===== config.mk =====
export PLATFORM = sky130hd
export DESIGN_NAME = ct_core_timer
export DESIGN_NICKNAME = d
export VERILOG_FILES = /design/src/rtl/ct_pkg.sv /design/src/rtl/ct_chain.sv /design/src/rtl/ct_tick_gen.sv /design/src/rtl/ct_ctrl.sv /design/src/rtl/ct_watchdog.sv /design/src/rtl/ct_core_timer.sv
export SDC_FILE = /design/constraint.sdc
export NUM_CORES = 1
export LEC_CHECK = 0
export ABC_AREA = 1
export BUFFER_PORTS_ARGS = -buffer_cell sky130_fd_sc_hd__buf_4
export CAP_MARGIN = 10
export CORE_ASPECT_RATIO = 1.1
export CORE_UTILIZATION = 33
export CTS_CLUSTER_DIAMETER = 30
export DETAILED_ROUTE_END_ITERATION = 10
export GPL_TIMING_DRIVEN = 0
export PLACE_DENSITY_LB_ADDON = 0.3
export RECOVER_POWER = 100
export SLEW_MARGIN = 40
export SYNTH_ARGS = -nofsm -noshare
export SYNTH_HDL_FRONTEND = slang
export SYNTH_SLANG_ARGS = --single-unit

===== constraint.sdc =====
create_clock -name clk -period 2.7 [get_ports clk]
set_input_delay 0.405 -clock clk [delete_from_list [all_inputs] [get_ports clk]]
set_output_delay 0.405 -clock clk [all_outputs]
set_load 0.01 [all_outputs]

===== src/rtl/ct_pkg.sv =====
package ct_pkg;

    typedef enum logic {
        PH_START = 1'b0,
        PH_RUN   = 1'b1
    } phase_t;

    typedef struct packed {
        logic       ovf;
        logic       rti;
        logic [1:0] sel;
    } ctl_s;

endpackage


===== src/rtl/ct_chain.sv =====
module ct_chain
    import ct_pkg::*;
#(
    parameter int PRE_W     = 3,
    parameter int CNT_W     = 15,
    parameter int DLY_SHORT = 32,
    parameter int DLY_LONG  = 8128
) (
    input  logic                   clk,
    input  logic                   por_n,
    input  logic                   restart,
    input  logic                   delay_long,
    output logic [PRE_W+CNT_W-1:0] chain,
    output logic                   running
);
    localparam int TOT = PRE_W + CNT_W;
    localparam logic [TOT-1:0] LIM_S = TOT'(DLY_SHORT - 1);
    localparam logic [TOT-1:0] LIM_L = TOT'(DLY_LONG - 1);

    typedef struct packed {
        phase_t         ph;
        logic [TOT-1:0] ch;
    } chain_s;

    chain_s s_d, s_q;

    always_comb begin
        s_d = s_q;
        if (restart) begin
            s_d.ph = PH_START;
            s_d.ch = '0;
        end else if (s_q.ph == PH_START &&
                     s_q.ch == (delay_long ? LIM_L : LIM_S)) begin
            s_d.ph = PH_RUN;
            s_d.ch = '0;
        end else begin
            s_d.ch = s_q.ch + 1'b1;
        end
    end

    always_ff @(posedge clk or negedge por_n) begin
        if (!por_n) s_q <= '{ph: PH_START, ch: '0};
        else        s_q <= s_d;
    end

    assign chain   = s_q.ch;
    assign running = (s_q.ph == PH_RUN);
endmodule


===== src/rtl/ct_tick_gen.sv =====
module ct_tick_gen #(
    parameter int TOT      = 18,
    parameter int OVF_BIT  = 11,
    parameter int RTI_TAP0 = 15
) (
    input  logic [TOT-1:0] chain,
    input  logic [1:0]     sel,
    output logic           ovf_hit,
    output logic           rti_hit
);
    localparam int NTAP = 4;

    logic [NTAP-1:0] hit;

    for (genvar g = 0; g < NTAP; g++) begin : g_tap
        assign hit[g] = &chain[RTI_TAP0+g-1:0];
    end

    assign rti_hit = hit[sel];
    assign ovf_hit = &chain[OVF_BIT-1:0];
endmodule


===== src/rtl/ct_ctrl.sv =====
module ct_ctrl
    import ct_pkg::*;
(
    input  logic       clk,
    input  logic       por_n,
    input  logic       restart,
    input  logic       running,
    input  logic       ovf_hit,
    input  logic       rti_hit,
    input  logic       ovf_clr,
    input  logic       rti_clr,
    input  logic       rate_we,
    input  logic [1:0] rate_in,
    output logic       ovf_flag,
    output logic       rti_flag,
    output logic [1:0] sel
);
    ctl_s s_d, s_q;

    always_comb begin
        s_d = s_q;
        if (restart || !running) begin
            s_d = '{ovf: 1'b0, rti: 1'b0, sel: 2'b11};
        end else begin
            if (rate_we) s_d.sel = rate_in;
            if (ovf_hit)      s_d.ovf = 1'b1;
            else if (ovf_clr) s_d.ovf = 1'b0;
            if (rti_hit)      s_d.rti = 1'b1;
            else if (rti_clr) s_d.rti = 1'b0;
        end
    end

    always_ff @(posedge clk or negedge por_n) begin
        if (!por_n) s_q <= '{ovf: 1'b0, rti: 1'b0, sel: 2'b11};
        else        s_q <= s_d;
    end

    assign ovf_flag = s_q.ovf;
    assign rti_flag = s_q.rti;
    assign sel      = s_q.sel;
endmodule


===== src/rtl/ct_watchdog.sv =====
module ct_watchdog #(
    parameter int WD_W = 4
) (
    input  logic clk,
    input  logic por_n,
    input  logic running,
    input  logic enable,
    input  logic clear,
    input  logic tick,
    output logic fire
);
    localparam logic [WD_W-1:0] LAST = WD_W'((1 << (WD_W - 1)) - 1);

    typedef struct packed {
        logic [WD_W-1:0] cnt;
        logic            fire;
    } wd_s;

    wd_s s_d, s_q;

    always_comb begin
        s_d      = s_q;
        s_d.fire = running && enable && tick && !clear && (s_q.cnt == LAST);
        if (!running || !enable || clear || s_d.fire) s_d.cnt = '0;
        else if (tick)                                s_d.cnt = s_q.cnt + 1'b1;
    end

    always_ff @(posedge clk or negedge por_n) begin
        if (!por_n) s_q <= '0;
        else        s_q <= s_d;
    end

    assign fire = s_q.fire;
endmodule


===== src/rtl/ct_core_timer.sv =====
module ct_core_timer #(
    parameter int PRE_W     = 3,
    parameter int CNT_W     = 15,
    parameter int OVF_STAGE = 8,
    parameter int RTI_TAP0  = 15,
    parameter int WD_W      = 4,
    parameter int DLY_SHORT = 32,
    parameter int DLY_LONG  = 8128
) (
    input  logic       clk,
    input  logic       por_n,
    input  logic       delay_long,
    input  logic       rate_we,
    input  logic [1:0] rate_in,
    input  logic       wdog_en,
    input  logic       wdog_clr,
    input  logic       ovf_clr,
    input  logic       rti_clr,
    input  logic       ovf_ie,
    input  logic       rti_ie,
    output logic [7:0] count,
    output logic       ovf_flag,
    output logic       rti_flag,
    output logic       ovf_irq,
    output logic       rti_irq,
    output logic       wdog_rst,
    output logic       rst_release
);
    localparam int TOT     = PRE_W + CNT_W;
    localparam int OVF_BIT = PRE_W + OVF_STAGE;
    localparam int BYTE_W  = 8;

    logic [TOT-1:0] chain;
    logic           running;
    logic           ovf_hit, rti_hit;
    logic [1:0]     sel_q;
    logic           wd_fire;

    ct_chain #(
        .PRE_W(PRE_W), .CNT_W(CNT_W),
        .DLY_SHORT(DLY_SHORT), .DLY_LONG(DLY_LONG)
    ) u_chain (
        .clk(clk), .por_n(por_n), .restart(wd_fire),
        .delay_long(delay_long), .chain(chain), .running(running)
    );

    ct_tick_gen #(
        .TOT(TOT), .OVF_BIT(OVF_BIT), .RTI_TAP0(RTI_TAP0)
    ) u_tick (
        .chain(chain), .sel(sel_q), .ovf_hit(ovf_hit), .rti_hit(rti_hit)
    );

    ct_ctrl u_ctrl (
        .clk(clk), .por_n(por_n), .restart(wd_fire), .running(running),
        .ovf_hit(ovf_hit), .rti_hit(rti_hit),
        .ovf_clr(ovf_clr), .rti_clr(rti_clr),
        .rate_we(rate_we), .rate_in(rate_in),
        .ovf_flag(ovf_flag), .rti_flag(rti_flag), .sel(sel_q)
    );

    ct_watchdog #(.WD_W(WD_W)) u_wd (
        .clk(clk), .por_n(por_n), .running(running), .enable(wdog_en),
        .clear(wdog_clr), .tick(rti_hit), .fire(wd_fire)
    );

    assign count       = chain[PRE_W+BYTE_W-1:PRE_W];
    assign ovf_irq     = ovf_flag & ovf_ie;
    assign rti_irq     = rti_flag & rti_ie;
    assign wdog_rst    = wd_fire;
    assign rst_release = running;
endmodule


==> impl_metrics.tcl, run 1 <==
set metrics [dict create \
    tritoncts "done" \
    crit_path_top_delay_cell "sky130_fd_sc_hd__dfrtp_1" \
    global_route.usage.total_pct 12.8 \
    number_of_vias_after_detailed_routing 1312 \
    synth.top_cells.by_area "sky130_fd_sc_hd__dfrtp_1 (40%), sky130_fd_sc_hd__nand2_1 (8.3%), sky130_fd_sc_hd__nor2_1 (6.7%), sky130_fd_sc_hd__inv_1 (5.3%), sky130_fd_sc_hd__xor2_1 (4.3%)" \
    antennaDiodeCount 0 \
    grt_pass1_vias 1193 \
    synth.largest_area_cell "sky130_fd_sc_hd__dfrtp_1" \
    clk_root_buffer_cell "sky130_fd_sc_hd__clkbuf_8" \
    layout-drive-gt1-share_pct 20.9 \
    number_of_drc_violations_after_detailed_routing_iteration_0 72 \
    synth_enable_flop_cells 0 \
    core_um2 4680 \
    fin_nets 246 \
    timing.hold.ws_ns 0.284 \
    layout_common_cells "sky130_fd_sc_hd__nand2_1 (38), sky130_fd_sc_hd__nor2_1 (35), sky130_fd_sc_hd__dfrtp_1 (26)" \
    tightest_slew_ns 1.53 \
    fp.dieW_um 69.0 \
    boundaryPins 26 \
    cellPowerDensity_nw_per_um2 397 \
    violated_checks "max-capacitance violations, max-slew violations" \
    criticalPathCategory "flip-flop to flip-flop" \
    post_drt_via_cell_ratio 4.59 \
    timing.critical_path.fanout_max 5 \
    fin_setup_tns_ns 0 \
    layout.area.seq_um2 703 \
    run_status "finished with violations" \
    synth-seq-area-share_pct 43.1 \
    synth.net_count 216 \
    ys_seq_elements 28 \
    dominantRegCellSynth "sky130_fd_sc_hd__dfrtp_1" \
    cts.clk_slew.worst_paths_ns 0.10 \
    setup_violations 0 \
    timing.max_slew.rel_slack_pct -2.17 \
    static-leakage-power_nw 0.962 \
    antenna_found_initial 0 \
    place_congestion 0.796 \
    drc_errors 0 \
    min_period_over_period_pct 80.2 \
    max_incr_delay_on_cp_ns 0.45 \
    min_path_type "input pin to flip-flop" \
    drt_first_pass_iters 4 \
    gr-total-overflow 0 \
    max-cap-violations 1 \
    clkSinkCount 28 \
    clkLatencyLatePin_ns 0.27 \
    place_hpwl_um 2330 \
    pin_count_of_the_biggest_net_entering_global_routing 29 \
    synth_largest_type_area_fraction_pct 39.9 \
    ys_async_sr_fraction_pct 100 \
    final-max-slew-violation-count 29 \
    postSynthAreaPerCell_um2 8.11 \
    route.detailed.wl_per_inst_um 10.9 \
    die_height_um 75.7 \
    regToRegSetupSlack_ns 0.54 \
    critical_path.cell_chain "ha_1 -> nand2_1 -> nor2_1 -> nand2_1 -> nor2_1 -> ha_1 -> a21oi_1 -> nand2_2 -> nand2_1 -> clkinv_4 -> nor2_1 -> nand2_1 -> nand2_1" \
    post_synth_instance_area_um2 1630 \
    vdd.ir_drop.worst_v 0.000177 \
    worst-endpoint-arrival_ns 2.39 \
    netlist_instances 201 \
    finalHoldViolCount 0 \
    floorplan.rows 26 \
    number_of_distinct_library_cell_variants_in_the_gate_level_netlist_after_synthesis 23 \
    post_cts_buffers 0 \
    multi_input_comb_area_um2 699 \
    category_of_the_worst_setup_path_capture_point "flip-flop" \
    ctsResizeCount 0 \
    layout_commonest_cell "sky130_fd_sc_hd__nand2_1" \
    cts_buffer_depth 2 \
    worst_clock_skew_ns 0.00277 \
    grt_first_pass_wirelength_um 5340 \
    startpoint_type "flip-flop" \
    postRouteWirelength_um 3110 \
    layout_area_growth_over_synthesis_pct 14.3 \
    yosysWarnings 0 \
    initial_utilization_pct 34.8 \
    total_cts_buffers 3 \
    unrepaired_setup_endpoints_after_global_routing "no" \
    design.die.area_um2 5230 \
    htreeDepth 1 \
    worst_ep_required_time_ns 2.92 \
    cts_hold_buf 0 \
    fillCellCount 504 \
    max_freq_mhz 462 \
    port_buffers 25 \
    drtAntennaViolNets 0 \
    path_common_cell "sky130_fd_sc_hd__nand2_1" \
    time_the_worst_path_needs_with_i_o_delays_and_setup_ns 2.16 \
]
[report_power, final]
group / switching [mW] / internal [mW] / total [mW] / leakage [nW]
clock: 0.133 / 0.131 / 0.263 / 0.0288
sequential: 0.00399 / 0.427 / 0.431 / 0.336
combinational: 0.0269 / 0.0181 / 0.0450 / 0.597
total: 0.163 / 0.575 / 0.739 / 0.962
[area by class of cell]
| type | count | area share (%) |
|---|---|---|
| flip-flops and latches | 28 | 37.7 |
| multi-input cells | 136 | 37.5 |
| repair buffers | 25 | 8.66 |
| inverters | 28 | 5.91 |
| well taps | 56 | 3.76 |
| plain buffers | 9 | 3.43 |
| clock buffers | 4 | 2.95 |
[path summary, 6_finish.rpt]
kind,start,end,cells after the start
worst max-delay path,u_chain.chain[0],u_wd.s_q[3],13
worst min-delay path,rate_we,u_ctrl.sel[0],2
worst max register to register,u_chain.chain[0],u_wd.s_q[3],13
worst min register to register,u_wd.s_q[2],u_wd.s_q[2],2
max in group asynchronous,por_n,u_ctrl.ovf_flag,1
min in group asynchronous,por_n,u_chain.chain[0],1
[cells in the mapped netlist, types with 3 or more instances]
master	number
sky130_fd_sc_hd__a21oi_1	10
sky130_fd_sc_hd__nand3_1	8
sky130_fd_sc_hd__xor2_1	8
sky130_fd_sc_hd__nand2_1	36
sky130_fd_sc_hd__nor3_1	3
sky130_fd_sc_hd__inv_2	4
sky130_fd_sc_hd__nand3_2	3
sky130_fd_sc_hd__nand4_1	5
sky130_fd_sc_hd__inv_1	23
sky130_fd_sc_hd__nand2_2	5
sky130_fd_sc_hd__nor2_2	4
sky130_fd_sc_hd__ha_1	3
sky130_fd_sc_hd__nand2_4	3
sky130_fd_sc_hd__nor2_1	29
sky130_fd_sc_hd__o21ai_0	8
sky130_fd_sc_hd__buf_4	9
sky130_fd_sc_hd__dfrtp_1	26
sky130_fd_sc_hd__nor2_4	6
[through the flow]
step	setup WS, ns	utilization, %	area [um2]	cells	power (mW)
global placement	0.762	40.3	1890	282	0.491
CTS	0.722	41.5	1940	286	0.756
floorplan	0.938	-	1630	201	0.461
finish	0.535	39.8	1860	286	0.739
global route	0.275	39.8	1860	286	0.776
detailed placement	0.739	40.3	1890	282	0.491
[layer usage]
| metal | vias up | GRT usage, % | wire, um |
|---|---|---|---|
| met5 | - | 0 | 0 |
| met2 | 17 | 20.3 | 1400 |
| met4 | 0 | 5.90 | 80 |
| met1 | 607 | 17.2 | 1540 |
| li1 | 680 | - | - |
| met3 | 8 | 2.38 | 93 |
[cell families after synthesis]
| group | Yosys count | synth area share [%] |
|---|---|---|
| and+or+nand+nor | 104 | 32.7 |
| buffers and inverters | 37 | 10.9 |
| DFF | 28 | 43.1 |
| AOI/OAI and AO/OA | 20 | 6.14 |
| xor gates and xnor gates | 9 | 4.84 |
| adders and majority gates | 3 | 2.30 |
[sequential cells by signal (all words and copies together) (netlist names)]
register,flops
u_chain.chain,18
u_wd.s_q,4
u_ctrl.sel,2
u_chain.running,1
u_ctrl.ovf_flag,1
u_ctrl.rti_flag,1
u_wd.fire,1
[worst max-delay path, delay by kind of cell, from the launching register on]
family                   cells  cell delay, ns
AO/OA/AOI/OAI                1            0.17
adder cells (fa/ha/maj)      2            0.43
buffers and inverters        1            0.09
flip-flops                   1            0.45
AND/OR/NAND/NOR              9            0.98
(Power assumes the default switching activity.)
==> inputs of run 2 (changes only) <==
--- a/config.mk
+++ b/config.mk
@@ -5,7 +5,7 @@
 export SDC_FILE = /design/constraint.sdc
 export NUM_CORES = 1
 export LEC_CHECK = 0
-export ABC_AREA = 1
+export ABC_AREA = 0
 export BUFFER_PORTS_ARGS = -buffer_cell sky130_fd_sc_hd__buf_4
 export CAP_MARGIN = 10
 export CORE_ASPECT_RATIO = 1.1
==> constraint.sdc (replaced) <==
create_clock -name clk -period 2.19 [get_ports clk]
set_input_delay 0.3285 -clock clk [delete_from_list [all_inputs] [get_ports clk]]
set_output_delay 0.3285 -clock clk [all_outputs]
set_load 0.01 [all_outputs]
==> run 2 against run 1 <==
  * The run now ends clean
  * Critical path depth fell by 5
  * Synthesized cell count fell by 17%
  * Clock skew rose by 0.0050 ns
  * Highest routed layer unchanged
  * Non-clock buffer count is 8 higher
  * Global-route usage rose by 0.51 points
  * Combinational power is 31% lower
  * Critical path type unchanged
==> impl_metrics.tcl, run 2 <==
set metrics [dict create \
    worst_ep_required_time_ns 2.39 \
    synth_largest_type_area_fraction_pct 40.7 \
    layout_area_growth_over_synthesis_pct 21.7 \
    drtAntennaViolNets 0 \
    category_of_the_worst_setup_path_capture_point "flip-flop" \
    largest_register_ff_count 18 \
    grt_pass1_vias 1122 \
    ys_seq_elements 28 \
    antenna_found_initial 0 \
    synth_commonest_cells "sky130_fd_sc_hd__dfrtp_1 (26), sky130_fd_sc_hd__nor3_1 (17), sky130_fd_sc_hd__nand2_1 (14), sky130_fd_sc_hd__nand3_1 (11), sky130_fd_sc_hd__xnor2_1 (9)" \
    postSynthAreaPerCell_um2 9.64 \
    critical_path.cell_chain "clkbuf_2 -> nand4_1 -> or2_1 -> nor2_1 -> ha_1 -> nand3b_1 -> a21boi_4 -> nor3_2" \
    run_status "finished clean" \
    synth.largest_area_cell "sky130_fd_sc_hd__dfrtp_1" \
    yosysWarnings 0 \
    vdd.ir_drop.worst_v 0.000235 \
    static-leakage-power_nw 0.787 \
    number_of_vias_after_detailed_routing 1318 \
    layout_common_cells "sky130_fd_sc_hd__dfrtp_1 (25), sky130_fd_sc_hd__buf_4 (23), sky130_fd_sc_hd__nor3_1 (16)" \
    fin_setup_tns_ns 0 \
    route.detailed.wl_per_inst_um 13.2 \
    post_synth_instance_area_um2 1600 \
    place_hpwl_um 2320 \
    floorplan.rows 26 \
    antennaDiodeCount 0 \
    grt_first_pass_wirelength_um 5110 \
    finish.utilization_pct 41.9 \
    fillCellCount 449 \
    worst-endpoint-arrival_ns 2.23 \
    boundaryPins 26 \
    layout_commonest_cell "sky130_fd_sc_hd__dfrtp_1" \
    post-synth-top-count-cell "sky130_fd_sc_hd__dfrtp_1" \
    max-cap-violations 0 \
    dominantRegCellSynth "sky130_fd_sc_hd__dfrtp_1" \
    critical_path.reg2reg.endpoint "u_wd.fire" \
    worst_clock_skew_ns 0.00780 \
    postRouteWirelength_um 3380 \
    worstHoldPathCells 3 \
    core_um2 4650 \
    min_path_type "input pin to flip-flop" \
    timing.reg2reg.worst_path_depth 8 \
    setup_violations 0 \
    drt_first_pass_iters 4 \
    number_of_distinct_library_cell_variants_in_the_gate_level_netlist_after_synthesis 40 \
    pin_count_of_the_biggest_net_entering_global_routing 29 \
    hold_end "u_ctrl.sel[0]" \
    worst_r2r_startpoint "u_chain.chain[8]" \
    synth.top_cells.by_area "sky130_fd_sc_hd__dfrtp_1 (41%), sky130_fd_sc_hd__nor3_1 (5.3%), sky130_fd_sc_hd__xnor2_1 (4.9%), sky130_fd_sc_hd__buf_4 (3.8%), sky130_fd_sc_hd__nand3_1 (3.4%)" \
    criticalPathCategory "flip-flop to flip-flop" \
    timing.max_slew.rel_slack_pct 52.4 \
    time_the_worst_path_needs_with_i_o_delays_and_setup_ns 2.03 \
    max_incr_delay_on_cp_ns 0.35 \
    post_drt_via_cell_ratio 5.17 \
    synth-seq-area-share_pct 43.9 \
    min_period_over_period_pct 92.5 \
    cts_buffer_depth 2 \
    place_congestion 0.768 \
    startpoint_type "flip-flop" \
    fp.dieW_um 68.4 \
    gr-total-overflow 0 \
    fin_nets 215 \
    port_buffers 25 \
    total_cts_buffers 3 \
    cellPowerDensity_nw_per_um2 432 \
    netlist_instances 166 \
    max_freq_mhz 494 \
    htreeDepth 1 \
    synth_enable_flop_cells 0 \
    clkLatencyLatePin_ns 0.28 \
    final-max-slew-violation-count 0 \
    tightest_slew_ns 0.714 \
    global_route.usage.total_pct 13.3 \
    placement.cell_area_um2 1860 \
    cp_top_family "simple AND/OR/NAND/NOR gates" \
    number_of_drc_violations_after_detailed_routing_iteration_0 75 \
    timing.critical_path.fanout_max 7 \
    die_height_um 75.0 \
    hp-start "rate_in[0]" \
    post_route_standard_cell_area_excluding_fillers_um2 1950 \
    cts.clk_slew.worst_paths_ns 0.09 \
    layout-drive-gt1-share_pct 27.1 \
    drc_errors 0 \
    clk_root_buffer_cell "sky130_fd_sc_hd__clkbuf_8" \
    regToRegSetupSlack_ns 0.16 \
    ys_async_sr_fraction_pct 100 \
    crit_path_top_delay_cell "sky130_fd_sc_hd__dfrtp_1" \
    finalHoldViolCount 0 \
    clkSinkCount 28 \
    synth.net_count 181 \
    initial_utilization_pct 34.4 \
    tritoncts "done" \
    design.die.area_um2 5130 \
    cp.buffers_inverters 1 \
]
[run 2: layout make-up]
type	instances	area [um2]	area share, %
buffer	13	81.3	4.18
clock buffer	4	45.0	2.31
inverter	2	7.51	0.386
multi-input combinational	123	843	43.3
sequential	28	704	36.2
tap	56	70.1	3.60
timing repair buffer	29	195	10.0
[run 2: worst max path at each step]
stage / start / to / cells after the start
floorplan: u_chain.chain[0] / u_wd.s_q[1] / 9
global placement: u_chain.chain[0] / u_wd.s_q[2] / 9
detailed placement: u_chain.chain[0] / u_wd.s_q[2] / 9
CTS: u_chain.chain[0] / u_chain.chain[14] / 6
global route: u_chain.chain[8] / u_wd.fire / 8
finish: u_chain.chain[8] / u_wd.fire / 8
[run 2: kinds of logic (layout without fill, tap and decap cells)]
group	Yosys count	after routing	synth area share [%]
and+or+nand+nor	86	86	31.0
DFF	28	28	43.9
xor gates and xnor gates	12	12	6.57
buffers and inverters	15	48	5.55
adders and majority gates	3	3	2.35
AOI/OAI and AO/OA	17	17	7.43
muxes	5	5	3.13
[run 2: report_power, final]
group	total, mW	switching (mW)	internal, mW
clock network	0.294	0.163	0.131
logic	0.0309	0.0153	0.0156
registers	0.517	0	0.517
[run 2: worst min-delay path, stage by stage]
cell                      delay (ns)
sky130_fd_sc_hd__buf_4          0.08
sky130_fd_sc_hd__mux2i_1        0.05
sky130_fd_sc_hd__nand2_1        0.06
[run 2: routing by layer]
| layer | part of all wire (%) | vias up | GRT usage, % |
|---|---|---|---|
| met5 | 0 | - | 0 |
| met4 | 1.4 | 0 | 5.56 |
| met3 | 2.7 | 4 | 1.36 |
| met2 | 48 | 21 | 21.9 |
| met1 | 48 | 638 | 17.6 |
| li1 | - | 655 | - |
[run 2: timing repair]
action | CTS | global route
setup buffers | 1 | 2
setup endpoints to repair | 4 | 16
gates resized for setup | 2 | 7
pin swaps | 1 | 1
hold buffers | 1 | 0
hold endpoints to repair | 26 | 0
[run 2: metrics by stage]
| stage | cells | hold WS [ns] | worst slack (ns) | power, mW |
|---|---|---|---|---|
| 2_1_floorplan | 166 | 0.0329 | 0.288 | 0.531 |
| 3_3_place_gp | 247 | 0.270 | -0.0250 | 0.557 |
| 3_5_place_dp | 247 | 0.274 | -0.0676 | 0.557 |
| 4_1_cts | 253 | 0.268 | 0.0310 | 0.849 |
| 5_1_grt | 255 | 0.276 | -0.0299 | 0.863 |
| 6_report | 255 | 0.271 | 0.164 | 0.842 |
